**config.mk**
```make
export PLATFORM = sky130hd
export DESIGN_NAME = fetch_aligner
export DESIGN_NICKNAME = d
export VERILOG_FILES = /design/src/rtl/fa_pkg.sv /design/src/rtl/fa_ctrl.sv /design/src/rtl/fa_datapath.sv /design/src/rtl/fetch_aligner.sv
export SDC_FILE = /design/constraint.sdc
export NUM_CORES = 1
export LEC_CHECK = 0
export BUFFER_PORTS_ARGS = -buffer_cell sky130_fd_sc_hd__buf_4
export CAP_MARGIN = 0
export CORE_MARGIN = 5
export CORE_UTILIZATION = 51
export CTS_BUF_LIST = sky130_fd_sc_hd__clkbuf_16
export DETAILED_ROUTE_END_ITERATION = 7
export PLACE_DENSITY_LB_ADDON = 0.05
export SLEW_MARGIN = 15
export SYNTH_ARGS = -nofsm -noshare
export SYNTH_HDL_FRONTEND = slang
export SYNTH_HIERARCHICAL = 1
export SYNTH_SLANG_ARGS = --single-unit
```
**constraint.sdc**
```tcl
create_clock -name clk -period 2.6 [get_ports clk]
set_clock_uncertainty 0.15 [all_clocks]
set_input_delay 0.65 -clock clk [delete_from_list [all_inputs] [get_ports clk]]
set_output_delay 0.65 -clock clk [all_outputs]
set_load 0.01 [all_outputs]
```
**src/rtl/fa_pkg.sv**
```systemverilog
package fa_pkg;
  localparam int unsigned MaxLen    = 6;
  localparam int unsigned MaxWords  = MaxLen / 2;
  localparam int unsigned IdxW      = $clog2(MaxWords);
  localparam int unsigned CntW      = $clog2(MaxLen + 1);
  localparam int unsigned OpndBytes = MaxLen - 1;

  typedef struct packed {
    logic            clear;
    logic            loadFirst;
    logic            loadNext;
    logic [IdxW-1:0] wordIdx;
    logic [CntW-1:0] count;
    logic            err;
  } strobe_t;

  // prefix bytes: 0x17, 0x27, 0x37
  function automatic logic isPrefix(input logic [7:0] b);
    return (b[3:0] == 4'h7) && (b[7:6] == 2'b00) && (b[5:4] != 2'b00);
  endfunction
endpackage

```
**src/rtl/fa_ctrl.sv**
```systemverilog
module fa_ctrl
  import fa_pkg::*;
#(
  parameter int unsigned LEN_W = 4
) (
  input  logic             clk,
  input  logic             rst_n,
  input  logic             flush,
  input  logic             wordValid,
  output logic             wordReady,
  input  logic [LEN_W-1:0] lenBytes,
  input  logic             insnReady,
  output logic             insnValid,
  output strobe_t          strobe
);
  typedef enum logic [1:0] {S_FIRST, S_GATHER, S_HOLD} state_t;

  state_t          state;
  logic [IdxW-1:0] wordIdx;
  logic [IdxW-1:0] lastIdx;
  logic            accept;
  logic            lenBad;

  assign wordReady = (state != S_HOLD) && !flush;
  assign accept    = wordValid && wordReady;
  assign insnValid = (state == S_HOLD);
  assign lenBad    = lenBytes[0] || (lenBytes == '0) || (lenBytes > LEN_W'(MaxLen));

  always_comb begin
    strobe           = '0;
    strobe.clear     = flush;
    strobe.loadFirst = accept && (state == S_FIRST);
    strobe.loadNext  = accept && (state == S_GATHER);
    strobe.wordIdx   = wordIdx;
    strobe.err       = lenBad;
    strobe.count     = lenBad ? CntW'(2) : CntW'(lenBytes);
  end

  always_ff @(posedge clk) begin
    if (!rst_n) begin
      state   <= S_FIRST;
      wordIdx <= '0;
      lastIdx <= '0;
    end else if (flush) begin
      state   <= S_FIRST;
      wordIdx <= '0;
    end else begin
      unique case (state)
        S_FIRST: if (accept) begin
          if (lenBad || (lenBytes == LEN_W'(2))) begin
            state <= S_HOLD;
          end else begin
            state   <= S_GATHER;
            wordIdx <= IdxW'(1);
            lastIdx <= IdxW'((lenBytes >> 1) - LEN_W'(1));
          end
        end
        S_GATHER: if (accept) begin
          if (wordIdx == lastIdx) state <= S_HOLD;
          else                    wordIdx <= wordIdx + IdxW'(1);
        end
        S_HOLD: if (insnReady) state <= S_FIRST;
        default: state <= S_FIRST;
      endcase
    end
  end

  p_short_done_r4: assert property (@(posedge clk) disable iff (!rst_n)
    (state == S_FIRST && accept && !lenBad && lenBytes == LEN_W'(2)) |=> insnValid);

  p_bad_len_single_r6: assert property (@(posedge clk) disable iff (!rst_n)
    (state == S_FIRST && accept && lenBad) |=> insnValid);

  p_flush_drops_r8: assert property (@(posedge clk) disable iff (!rst_n)
    flush |=> !insnValid);

  p_gather_needs_words_r5: assert property (@(posedge clk) disable iff (!rst_n)
    (state == S_FIRST && accept && !lenBad && lenBytes > LEN_W'(2)) |=> !insnValid);
endmodule

```
**src/rtl/fa_datapath.sv**
```systemverilog
module fa_datapath
  import fa_pkg::*;
(
  input  logic                   clk,
  input  logic                   rst_n,
  input  strobe_t                strobe,
  input  logic [15:0]            wordData,
  output logic [1:0]             lookPage,
  output logic [7:0]             lookOpcode,
  output logic [1:0]             insnPage,
  output logic [7:0]             insnOpcode,
  output logic [CntW-1:0]        insnCount,
  output logic                   insnErr,
  output logic [8*OpndBytes-1:0] insnOperands
);
  logic            firstPre;
  logic [7:0]      byteBuf [MaxLen];
  logic [1:0]      pageR;
  logic [7:0]      opcR;
  logic [CntW-1:0] cntR;
  logic            errR;

  assign firstPre   = isPrefix(wordData[15:8]);
  assign lookPage   = firstPre ? wordData[13:12] : 2'd0;
  assign lookOpcode = firstPre ? wordData[7:0]   : wordData[15:8];

  always_ff @(posedge clk) begin
    if (!rst_n) begin
      for (int i = 0; i < MaxLen; i++) byteBuf[i] <= '0;
      pageR <= '0;
      opcR  <= '0;
      cntR  <= '0;
      errR  <= 1'b0;
    end else if (strobe.loadFirst) begin
      for (int i = 2; i < MaxLen; i++) byteBuf[i] <= '0;
      byteBuf[0] <= wordData[15:8];
      byteBuf[1] <= wordData[7:0];
      pageR      <= lookPage;
      opcR       <= lookOpcode;
      cntR       <= strobe.count;
      errR       <= strobe.err;
    end else if (strobe.loadNext) begin
      for (int w = 1; w < MaxWords; w++) begin
        if (strobe.wordIdx == IdxW'(w)) begin
          byteBuf[2*w]   <= wordData[15:8];
          byteBuf[2*w+1] <= wordData[7:0];
        end
      end
    end
  end

  for (genvar j = 0; j < OpndBytes; j++) begin : g_opnd
    logic [7:0] preByte;
    if (j + 2 < MaxLen) begin : g_in
      assign preByte = byteBuf[j+2];
    end else begin : g_out
      assign preByte = 8'h00;
    end
    assign insnOperands[8*(OpndBytes-j)-1 -: 8] = (pageR != 2'd0) ? preByte : byteBuf[j+1];
  end

  assign insnPage   = pageR;
  assign insnOpcode = opcR;
  assign insnCount  = cntR;
  assign insnErr    = errR;
endmodule

```
**src/rtl/fetch_aligner.sv**
```systemverilog
module fetch_aligner
  import fa_pkg::*;
#(
  parameter int unsigned LEN_W = 4
) (
  input  logic                   clk,
  input  logic                   rst_n,
  input  logic                   flush,
  input  logic                   wordValid,
  output logic                   wordReady,
  input  logic [15:0]            wordData,
  output logic [1:0]             lenPage,
  output logic [7:0]             lenOpcode,
  input  logic [LEN_W-1:0]       lenBytes,
  output logic                   insnValid,
  input  logic                   insnReady,
  output logic [1:0]             insnPage,
  output logic [7:0]             insnOpcode,
  output logic [CntW-1:0]        insnCount,
  output logic                   insnErr,
  output logic [8*OpndBytes-1:0] insnOperands
);
  strobe_t strobe;

  fa_ctrl #(.LEN_W(LEN_W)) u_ctrl (
    .clk       (clk),
    .rst_n     (rst_n),
    .flush     (flush),
    .wordValid (wordValid),
    .wordReady (wordReady),
    .lenBytes  (lenBytes),
    .insnReady (insnReady),
    .insnValid (insnValid),
    .strobe    (strobe)
  );

  fa_datapath u_dp (
    .clk          (clk),
    .rst_n        (rst_n),
    .strobe       (strobe),
    .wordData     (wordData),
    .lookPage     (lenPage),
    .lookOpcode   (lenOpcode),
    .insnPage     (insnPage),
    .insnOpcode   (insnOpcode),
    .insnCount    (insnCount),
    .insnErr      (insnErr),
    .insnOperands (insnOperands)
  );

  p_hold_stable_r7: assert property (@(posedge clk) disable iff (!rst_n || flush)
    (insnValid && !insnReady) |=> (insnValid && $stable(insnPage) && $stable(insnOpcode)
      && $stable(insnCount) && $stable(insnErr) && $stable(insnOperands)));

  p_stall_blocks_r7: assert property (@(posedge clk) disable iff (!rst_n)
    (insnValid && !insnReady && !flush) |=> !wordReady);

  p_count_legal_r5: assert property (@(posedge clk) disable iff (!rst_n)
    (insnValid && !insnErr) |-> (insnCount[0] == 1'b0 && insnCount != '0
      && insnCount <= CntW'(MaxLen)));

  p_err_count_r6: assert property (@(posedge clk) disable iff (!rst_n)
    (insnValid && insnErr) |-> (insnCount == CntW'(2)));
endmodule

```
Word level (Yosys, flattened, before mapping)
Memories as Yosys holds them, arrays and structs flattened.
Index checks and enable logic that the tools add are counted.

word-level totals
  bits in registers = 20
  memory bits (writable) = 48
  input bits = 25
  output and inout bits = 66
  word-level logic and storage cells = 101
  memories kept = 1

cells by class
  add/sub/neg operators = 2
  magnitude comparators = 1
  eq/ne operators = 14
  muxes and demuxes = 43
  bitwise operators = 13
  reduce and logical (&&, ||, !) cells = 20

memories
  name          depth  width  read ports  clocked after Yosys merged registers in  wr ports  RTL line           RTL
  u_dp.byteBuf  6      8      5           0                                        6         fa_datapath.sv:17  logic [7:0] byteBuf [MaxLen];

operators with widths
  operator                                                        count
  2-to-1 mux 8 bit                                                16
  2-to-1 mux 2 bit                                                10
  2-to-1 mux 1 bit                                                14
  bitwise OR 1 bit                                                10
  inequality test 2 bit (second input constant)                   4
  AND reduction 4 bit                                             2
  logical AND 1 bit                                               6
  inequality test 2 x 1 -> 1 bit (second input constant)          3
  one-hot mux 2 bit (3 select lines)                              1
  nonzero test 2 bit                                              3
  AND reduction 5 bit                                             1
  == test 2 x 1 -> 1 bit (second input constant)                  2
  == test 2 bit (second input constant)                           2
  == test 4 x 2 -> 1 bit (second input constant)                  1
  == test 4 x 3 -> 1 bit (second input constant)                  1
  greater-than comparator 4 x 3 -> 1 bit (second input constant)  1
  logical NOT 2 bit                                               2
  logical NOT 4 bit                                               1
  one-hot mux 2 bit (2 select lines)                              1
  logical OR 1 bit                                                3
  2-to-1 mux 3 bit                                                1
  NOT 1 bit                                                       3
  adder 2 x 1 -> 2 bit (second input constant)                    1
  == test 2 bit                                                   1
  3 further kinds                                                 3

Logic depth before layout (Yosys ltp)
Gate-level depths: netlist of the first run.

  word-level depth = 9
  mapped depth = 7

Modules after synthesis
Netlist of the first run, hierarchy kept.

by module, submodules not included
  module       times used  cells each  area each (um2)
  fa_datapath  1           214         2626.3
  fa_ctrl      1           47          395.4

Least setup slack after synthesis of the first run
Ideal clock, no wire load.

  kind = input to register
  from = input port flush
  to = memory u_dp.byteBuf[2][0], in the netlist u_dp/byteBuf[0][16] (enable)
  library setup time = 0.372 ns
  arrival = 1.922 ns
  data required time = 2.078 ns
  slack = 0.157 ns
  stages on the path = 4
  buffers on the path = 1
  path through = nor4b_1 -> and2b_1 -> buf_4 -> nand2_1

RTL lines
  what         RTL line            RTL
  from (decl)  fetch_aligner.sv:8  input logic flush,
  to (decl)    fa_datapath.sv:17

Worst setup path after layout of the first run
  from = input port wordData[15]
  to = output port lenOpcode[5]

between the ends
  longest elaborated chain between the ends = 4

ends and longest elaborated chain
  what                            RTL line             RTL
  from (decl)                     fetch_aligner.sv:11  input logic [15:0] wordData,
  logical NOT 2 bit               fa_pkg.sv:19         return (b[3:0] == 4'h7) && (b[7:6] == 2'b00) && (b[5:4] != 2'b00);
  logical AND 1 bit (2 in a row)  fa_pkg.sv:19
  2-to-1 mux 8 bit                fa_datapath.sv:25    assign lookOpcode = firstPre ? wordData[7:0] : wordData[15:8];
  to (decl)                       fetch_aligner.sv:13  output logic [7:0] lenOpcode,

Every way passes these cells.

==> flow_summary_export.csv, run 1 <==
group,metric,value,unit
timing,setup_violations,0,
timing,hold_viol_final,0,
timing,fin_ws,41.6,ps
place,portBuffers,90,
worst_setup_path,path_class,"in -> out",
finish,drive_gt1_share,44.0,%
cts,clockBufferDepth,2,
logic_synthesis,yosys_warnings,6,
worst_setup_path,crit_fanout,3,
die,fp.dieW,86.9,um
timing,fin_crit,2560,ps
timing,rsz0062_at_grt,"true",
routing,firstDrtPassIters,4,
routing,ant_nets,0,
finish,fin_cells,443,
cts,cts_num_sinks,60,
place,place.gp.congestion,0.808,
worst_setup_path,slowest_stage,"mux2_1",
timing,fin_crit_sh,98.4,%
die,core_area,5820,um2
run_status,status,"finished, final reports clean",
die,rows,28,
global_route,grt_overflow_total,0,
place,dp_slack,22.8,ps
worst_setup_path,path_buf_inv,2,
routing,drt_iter0_markers,168,
worst_setup_path,cp-end-kind,"primary output",
global_route,grt_first_pass_wirelength,11.8,mm
cts,cts_buffers,9,
timing,drv_slew,0,
place,place_hpwl,5.51,mm
cts,clk_latency,320,ps
timing,whs,322,ps
power,peakVddDrop,338,uV
logic_synthesis,synth_cells,260,
finish,fin_nets,389,
logic_synthesis,syn_area,3010,um2
power,p_leak,0.00182,uW
finish,syn_to_final_growth,37.2,%
routing,vias,2405,
cts,postCtsHoldBufs,0,
cts,clkTransAtPathRegs,50,ps
finish,nFillCells,459,
routing,wl,7.43,mm
global_route,grt.total_usage,20.7,%
worst_setup_path,cp_top_family,"simple AND/OR/NAND/NOR gates",
die,die-area,7550,um2
place,placed_cells,428,
routing,drc_errors,0,
cts,h-tree-depth,3,
power,total_power,2370,uW
routing,vias_per_cell,5.43,
cts,cts_tree,"built",
worst_setup_path,slowest_delay,350,ps
worst_setup_path,cp_common_cell,"buf_4",
timing,tns,0,ps
global_route,first_global_vias,2325,
worst_setup_path,critPathLaunchType,"input pin",
flow_run,cap_violations,0,
routing,wl_per_cell,16.8,um
power,p_per_area,573,nW/um2
logic_synthesis,syn_nets,285,
die,initial_core_util,51.8,%
worst_setup_path,cp.required,1800,ps
global_route,antenna_found_initial,0,
die,ioPinCount,91,
logic_synthesis,avgSynthCellArea,11.6,um2
finish,antenna_cells,0,
cts,root_buffer,"clkbuf_16",
timing,fmax,391,MHz
worst_setup_path,worstPathArrival,1760,ps
min_path,hp-class,"reg -> reg",
worst_setup_path,crit_path_cell_trace,"buf_4 > nand4bb_4 > nor3_4 > mux2_1 > buf_4",
die,die_y,86.9,um
global_route,grt_max_degree,41,
## state kept, by name (all words and copies together) (netlist names)
signal,flops
u_ctrl/lastIdx,2
u_ctrl/state,2
u_ctrl/wordIdx,2
u_dp/byteBuf,40
u_dp/insnCount,3
u_dp/insnErr,1
u_dp/insnOpcode,8
u_dp/insnPage,2
## placed cells by master (no fill, tap or decap), types with 3 or more instances in the layout
cell type and n:
and3_1 10, inv_1 12, o21ai_0 9, buf_4 106, a21oi_1 3, o31ai_1 3
nor2b_1 6, nand2_1 13, nor2_1 7, mux2_2 32, edfxtp_1 40, and2_1 31
nor4_1 5, mux2i_1 5, nand3b_1 3, dfxtp_1 20, nand4_1 3, a31oi_1 3
nand2b_1 4, nor3_1 7, clkbuf_16 9
## worst paths after layout
path / startpoint / to / slack [ps] / cells after the start
worst max register to register: u_ctrl/state[0] / u_dp/byteBuf[0][25] / 650 / 6
worst min-delay path: u_dp/insnOpcode[1] / u_dp/insnOpcode[1] / 320 / 2
worst max-delay path: wordData[15] / lenOpcode[5] / 40 / 5
worst min register to register: u_dp/insnOpcode[1] / u_dp/insnOpcode[1] / 320 / 2
## repair_timing
item	CTS	global route
resized for setup	0	3
buffers inserted	0	0
endpoints found under the setup margin	0	5
## through the flow
stage                     instance area, um2  utilization, %
after floorplan                         3010               -
after global placement                  3850            66.3
after detailed placement                3850            66.3
after CTS                               4100            70.6
after global routing                    4130            71.1
final                                   4130            71.1
## where the power goes
group          switching, uW  internal, uW  total, uW
Clock                    374           619        993
Sequential              22.4          1060       1090
Combinational            145           146        291
## cell type report
| cell class | instances | area, um2 | share of cell area [%] |
|---|---|---|---|
| inverters | 11 | 41.3 | 0.999 |
| repair buffers | 107 | 816 | 19.7 |
| multi-input cells | 175 | 1330 | 32.2 |
| clock buffers | 9 | 225 | 5.45 |
| clock inverters | 6 | 25.0 | 0.605 |
| flip-flops and latches | 60 | 1600 | 38.7 |
| well taps | 75 | 93.8 | 2.27 |
## worst min-delay path: stages (launching register included)
cell     delay (ps)
dfxtp_1         340
nand2_1          50
o21ai_0          50
## per-layer routing
metal	wire, um	global-route usage, %	up-vias
li1	-	-	1158
met5	0	0	-
met1	3220	27.7	1147
met4	104	9.63	0
met3	494	4.26	10
met2	3610	32.3	90
Power figures use the tool's default switching activity.
==> run 2, diff against run 1 <==
--- a/config.mk
+++ b/config.mk
@@ -9,4 +9,6 @@
 export CAP_MARGIN = 0
+export CELL_PAD_IN_SITES_DETAIL_PLACEMENT = 0
+export CELL_PAD_IN_SITES_GLOBAL_PLACEMENT = 1
 export CORE_MARGIN = 5
-export CORE_UTILIZATION = 51
+export CORE_UTILIZATION = 40
 export CTS_BUF_LIST = sky130_fd_sc_hd__clkbuf_16
--- a/constraint.sdc
+++ b/constraint.sdc
@@ -4,2 +4,2 @@
 set_output_delay 0.65 -clock clk [all_outputs]
-set_load 0.01 [all_outputs]
+set_load 0.05 [all_outputs]
==> run 2 against run 1 <==
Net effect:
- via count up 0.37%
- register-to-register slack better by 30 ps
- global-route usage down 3.5 points
- cell count up 7.9%
- largest power group unchanged
==> flow_summary_export.csv, run 2 (same netlist as run 1, synthesis figures left out) <==
group,metric,value,unit
run_status,status,"finished, final reports clean",
global_route,grt_first_pass_wirelength,12.8,mm
power,power_switching_share,27.8,%
worst_setup_path,path_buf_inv,3,
worst_setup_path,worstPathArrival,1750,ps
die,die-area,9370,um2
finish,top_register,"u_dp/byteBuf",
cts,cts_buffers,9,
cts,h-tree-depth,3,
finish,syn_to_final_growth,42.6,%
die,die_y,96.8,um
finish,largest_reg_flops,40,
routing,vias_per_cell,5.05,
finish,final_cell_mix,"112 x buf_4, 40 x edfxtp_1, 32 x mux2_2",
routing,wl,8.00,mm
cts,clockBufferDepth,2,
die,initial_core_util,41.3,%
flow_run,cap_violations,0,
cts,clkTransAtPathRegs,50,ps
worst_setup_path,slowest_stage,"and4bb_4",
worst_setup_path,crit_path_cell_trace,"buf_4 > buf_4 > and4bb_4 > nand4_1 > nand2_1 > buf_4",
die,ioPinCount,91,
die,core_area,7290,um2
timing,fin_crit,2550,ps
cts,root_buffer,"clkbuf_16",
finish,layout_commonest_cell,"buf_4",
routing,firstDrtPassIters,4,
worst_setup_path,cp-end-kind,"primary output",
timing,drv_slew,0,
power,p_leak,0.00189,uW
min_path,hp-class,"reg -> reg",
cts,cts_num_sinks,60,
cts,cts_setup_buffers,0,
worst_setup_path,cp.required,1800,ps
global_route,antenna_found_initial,0,
place,portBuffers,90,
worst_setup_path,slowest_delay,380,ps
timing,hold_viol_final,0,
worst_setup_path,path_class,"in -> out",
finish,drive_gt1_share,48.0,%
place,place_hpwl,5.99,mm
finish,multi_input_area,1370,um2
place,placed_cells,462,
power,comb_power_share,18.4,%
timing,setup_violations,0,
global_route,grt_max_degree,41,
power,pwr-share-clk,39.3,%
global_route,first_global_vias,2538,
worst_setup_path,critPathLaunchType,"input pin",
timing,rsz0062_at_grt,"true",
power,p_per_area,596,nW/um2
power,power.internal,1850,uW
timing,tns,0,ps
routing,drc_errors,0,
die,fp.dieW,96.8,um
power,peakVddDrop,358,uV
routing,vias,2414,
routing,ant_nets,0,
cts,clk_latency,320,ps
global_route,grt_overflow_total,0,
worst_setup_path,cp_common_cell,"buf_4",
power,seqPwrFrac,42.4,%
place,place.gp.congestion,0.778,
cts,cts_tree,"built",
timing,fin_crit_sh,98.0,%
worst_setup_path,cp_top_family,"simple AND/OR/NAND/NOR gates",
cts,postCtsHoldBufs,0,
routing,drt_iter0_markers,85,
die,rows,31,
worst_setup_path,crit_fanout,5,
finish,nFillCells,671,
routing,wl_per_cell,16.7,um
finish,fin_cells,478,
timing,fmax,392,MHz
global_route,grt.total_usage,17.2,%
finish,antenna_cells,0,
power,p_switching,713,uW
finish,final-seq-area,1600,um2
finish,fin_nets,399,
## run 2: area by class of cell
| class | instances | share of cell area (%) |
|---|---|---|
| sequential | 60 | 37.3 |
| clock buffer | 9 | 5.24 |
| tap | 99 | 2.88 |
| multi-input combinational | 175 | 31.9 |
| inverter | 11 | 0.960 |
| timing repair buffer | 117 | 21.1 |
| clock inverter | 7 | 0.698 |
## run 2: worst reg2reg max path: cells and delay by family, from the launching register on
| kind | cells | cell delay (ps) |
|---|---|---|
| flops | 1 | 390 |
| simple gates | 4 | 810 |
| buf+inv | 2 | 330 |
## run 2: what timing repair did
item                       4_1_cts  5_1_grt
resized for setup                4       13
pin swaps                        1        1
cloned                           0        0
setup endpoints to repair        5        7
## run 2: final timing paths
kind / to / cells after the start / slack, ps / startpoint
worst min register to register: u_dp/insnOpcode[1] / 2 / 310 / u_dp/insnOpcode[1]
worst max register to register: u_dp/byteBuf[0][33] / 6 / 680 / u_ctrl/state[0]
worst max-delay path: lenOpcode[3] / 6 / 50 / wordData[15]
worst min-delay path: u_dp/insnOpcode[1] / 2 / 310 / u_dp/insnOpcode[1]
## run 2: power by group through the flow
stage | logic (uW) | clock network (uW) | registers (uW)
after detailed placement | 462 | 0 | 1100
after global placement | 462 | 0 | 1100
after CTS | 468 | 1020 | 1090
after global routing | 497 | 1070 | 1090
final | 471 | 1010 | 1090
after floorplan | 255 | 0 | 1130
## run 2: layer usage
layer | GRT usage, % | up-vias | wire length, um
li1 | - | 1178 | -
met1 | 20.9 | 1155 | 3320
met2 | 27.9 | 72 | 4010
met3 | 4.82 | 9 | 561
met4 | 8.32 | 0 | 106
met5 | 0 | - | 0
## run 2: stage by stage
| stage | cell area (um2) | total power, uW | hold WS (ps) | utilization [%] | worst slack, ps |
|---|---|---|---|---|---|
| 3_5_place_dp | 3960 | 1570 | 299 | 54.3 | -85.5 |
| 4_1_cts | 4240 | 2580 | 318 | 58.2 | -28.5 |
| 3_3_place_gp | 3960 | 1560 | 301 | 54.3 | -71.7 |
| 5_1_grt | 4300 | 2660 | 352 | 59.0 | -3.64 |
| 2_1_floorplan | 3010 | 1390 | 306 | - | 8.67 |
| 6_report | 4300 | 2560 | 312 | 59.0 | 51.3 |
==> run 3, diff against run 2 <==
Settings changed: CELL_PAD_IN_SITES_DETAIL_PLACEMENT 0 to unset, CELL_PAD_IN_SITES_GLOBAL_PLACEMENT 1 to unset, CORE_UTILIZATION 40 to 51.
==> run 3 against run 2 <==
Net effect:
- setup slack lost 27 ps
- global-route usage grew 4.7 points
- via count shrank 1.8%
- first-iteration DRC count grew 100%
- sequential cell count is the same
- cell area shrank 1.4%
- total power grew 7.6%
- critical path depth shrank 1
- die area shrank 19%
- critical endpoint is now lenOpcode[4]
==> flow_summary_export.csv, run 3 (same netlist as run 1, synthesis figures left out) <==
group,metric,value,unit
worst_setup_path,crit_path_cell_trace,"buf_4 > nand4bb_4 > nor3_4 > mux2_4 > buf_8",
finish,largest_reg_flops,40,
power,p_per_area,650,nW/um2
cts,clkTransAtPathRegs,50,ps
worst_setup_path,r2r_start,"u_ctrl/state[0]",
worst_setup_path,cp.required,1800,ps
routing,firstDrtPassIters,5,
place,place.gp.congestion,0.832,
global_route,grt_max_degree,41,
worst_setup_path,r2r_end,"u_dp/insnOpcode[5]",
finish,fin_cells,445,
die,core_area,5820,um2
global_route,grt_overflow_total,0,
worst_setup_path,slowest_stage,"mux2_4",
timing,whs,334,ps
die,initial_core_util,51.8,%
timing,setup_violations,0,
worst_setup_path,worstPathArrival,1780,ps
routing,wl_per_cell,17.1,um
finish,nFillCells,412,
cts,h-tree-depth,3,
cts,cts_tree,"built",
global_route,antenna_found_initial,0,
worst_setup_path,crit_fanout,3,
timing,tns,0,ps
power,peakVddDrop,448,uV
min_path,holdPathStages,2,
min_path,hold-path-endpoint,"u_dp/insnOpcode[0]",
finish,antenna_cells,0,
run_status,status,"finished, final reports clean",
place,portBuffers,90,
worst_setup_path,cp-end-kind,"primary output",
timing,fin_crit_sh,99.1,%
worst_setup_path,ff2ff_setup_slack,590,ps
timing,fmax,388,MHz
timing,hold_viol_final,0,
routing,drt_iter0_markers,173,
die,rows,28,
global_route,grt_first_pass_wirelength,12.4,mm
die,ioPinCount,91,
finish,drive_gt1_share,46.5,%
place,dp_slack,-21.2,ps
routing,vias,2371,
cts,clockBufferDepth,2,
worst_setup_path,slowest_delay,340,ps
finish,final_cell_mix,"105 x buf_4, 40 x edfxtp_1, 32 x mux2_2",
die,die_y,86.9,um
worst_setup_path,critPathLaunchType,"input pin",
routing,drc_errors,0,
power,p_leak,0.00187,uW
min_path,worstHoldStart,"u_dp/insnOpcode[0]",
global_route,grt.total_usage,21.8,%
die,die-area,7550,um2
routing,ant_nets,0,
finish,layout_commonest_cell,"buf_4",
min_path,hp-class,"reg -> reg",
cts,clk_latency,320,ps
timing,fin_crit,2580,ps
routing,wl,7.63,mm
die,fp.dieW,86.9,um
timing,fin_ws,23.9,ps
timing,rsz0062_at_grt,"true",
cts,cts_buffers,9,
place,placed_cells,428,
place,place_hpwl,5.50,mm
cts,cts_num_sinks,60,
flow_run,cap_violations,0,
timing,drv_slew,0,
cts,postCtsHoldBufs,0,
finish,fin_nets,390,
global_route,first_global_vias,2432,
worst_setup_path,path_class,"in -> out",
cts,root_buffer,"clkbuf_16",
routing,vias_per_cell,5.33,
worst_setup_path,rr_worst_depth,5,
finish,top_register,"u_dp/byteBuf",
finish,syn_to_final_growth,40.7,%
[run 3: what timing repair did]
action | 4_1_cts | 5_1_grt
pin swaps | 1 | 1
setup endpoints to repair | 2 | 7
buffers inserted | 1 | 0
resized for setup | 4 | 10
[run 3: power by group]
group	total (uW)	switching (uW)	internal, uW
logic	461	306	155
registers	1080	21.1	1060
clock network	1210	388	825
[run 3: worst max-delay path by stage]
stage | from | to | cells after the start
floorplan | wordData[15] | lenPage[0] | 3
global placement | wordData[14] | lenOpcode[5] | 5
detailed placement | wordData[14] | lenOpcode[5] | 5
CTS | wordData[15] | lenOpcode[5] | 5
global route | wordData[11] | lenOpcode[5] | 5
finish | wordData[11] | lenOpcode[4] | 5
[run 3: worst max-delay path, delay by kind of cell]
family                 cells  cell delay [ps]
AND/OR/NAND/NOR            2              520
multiplexers               1              340
buffers and inverters      2              270
[run 3: cell type report]
cell class                      instances  area [um2]  share of cell area [%]
Tap cell                               75        93.8                    2.21
Timing Repair Buffer                  108         835                    19.7
Clock buffer                            9         225                    5.31
Clock inverter                          7        82.6                    1.95
Sequential cell                        60        1600                    37.8
Inverter                               11        41.3                   0.974
Multi-Input combinational cell        175        1360                    32.1
[run 3: per-layer routing]
metal,wire length [um],global-route usage [%]
met3,430,3.78
met4,92,9.49
met2,3770,35.8
met1,3340,28.4
met5,0,0
[run 3: metrics by stage]
stage               cell area (um2)  utilization [%]  power (uW)
finish                         4240             72.9        2760
floorplan                      3010                -        1390
global route                   4240             72.9        2840
CTS                            4200             72.2        2760
global placement               3850             66.3        1550
detailed placement             3850             66.3        1550
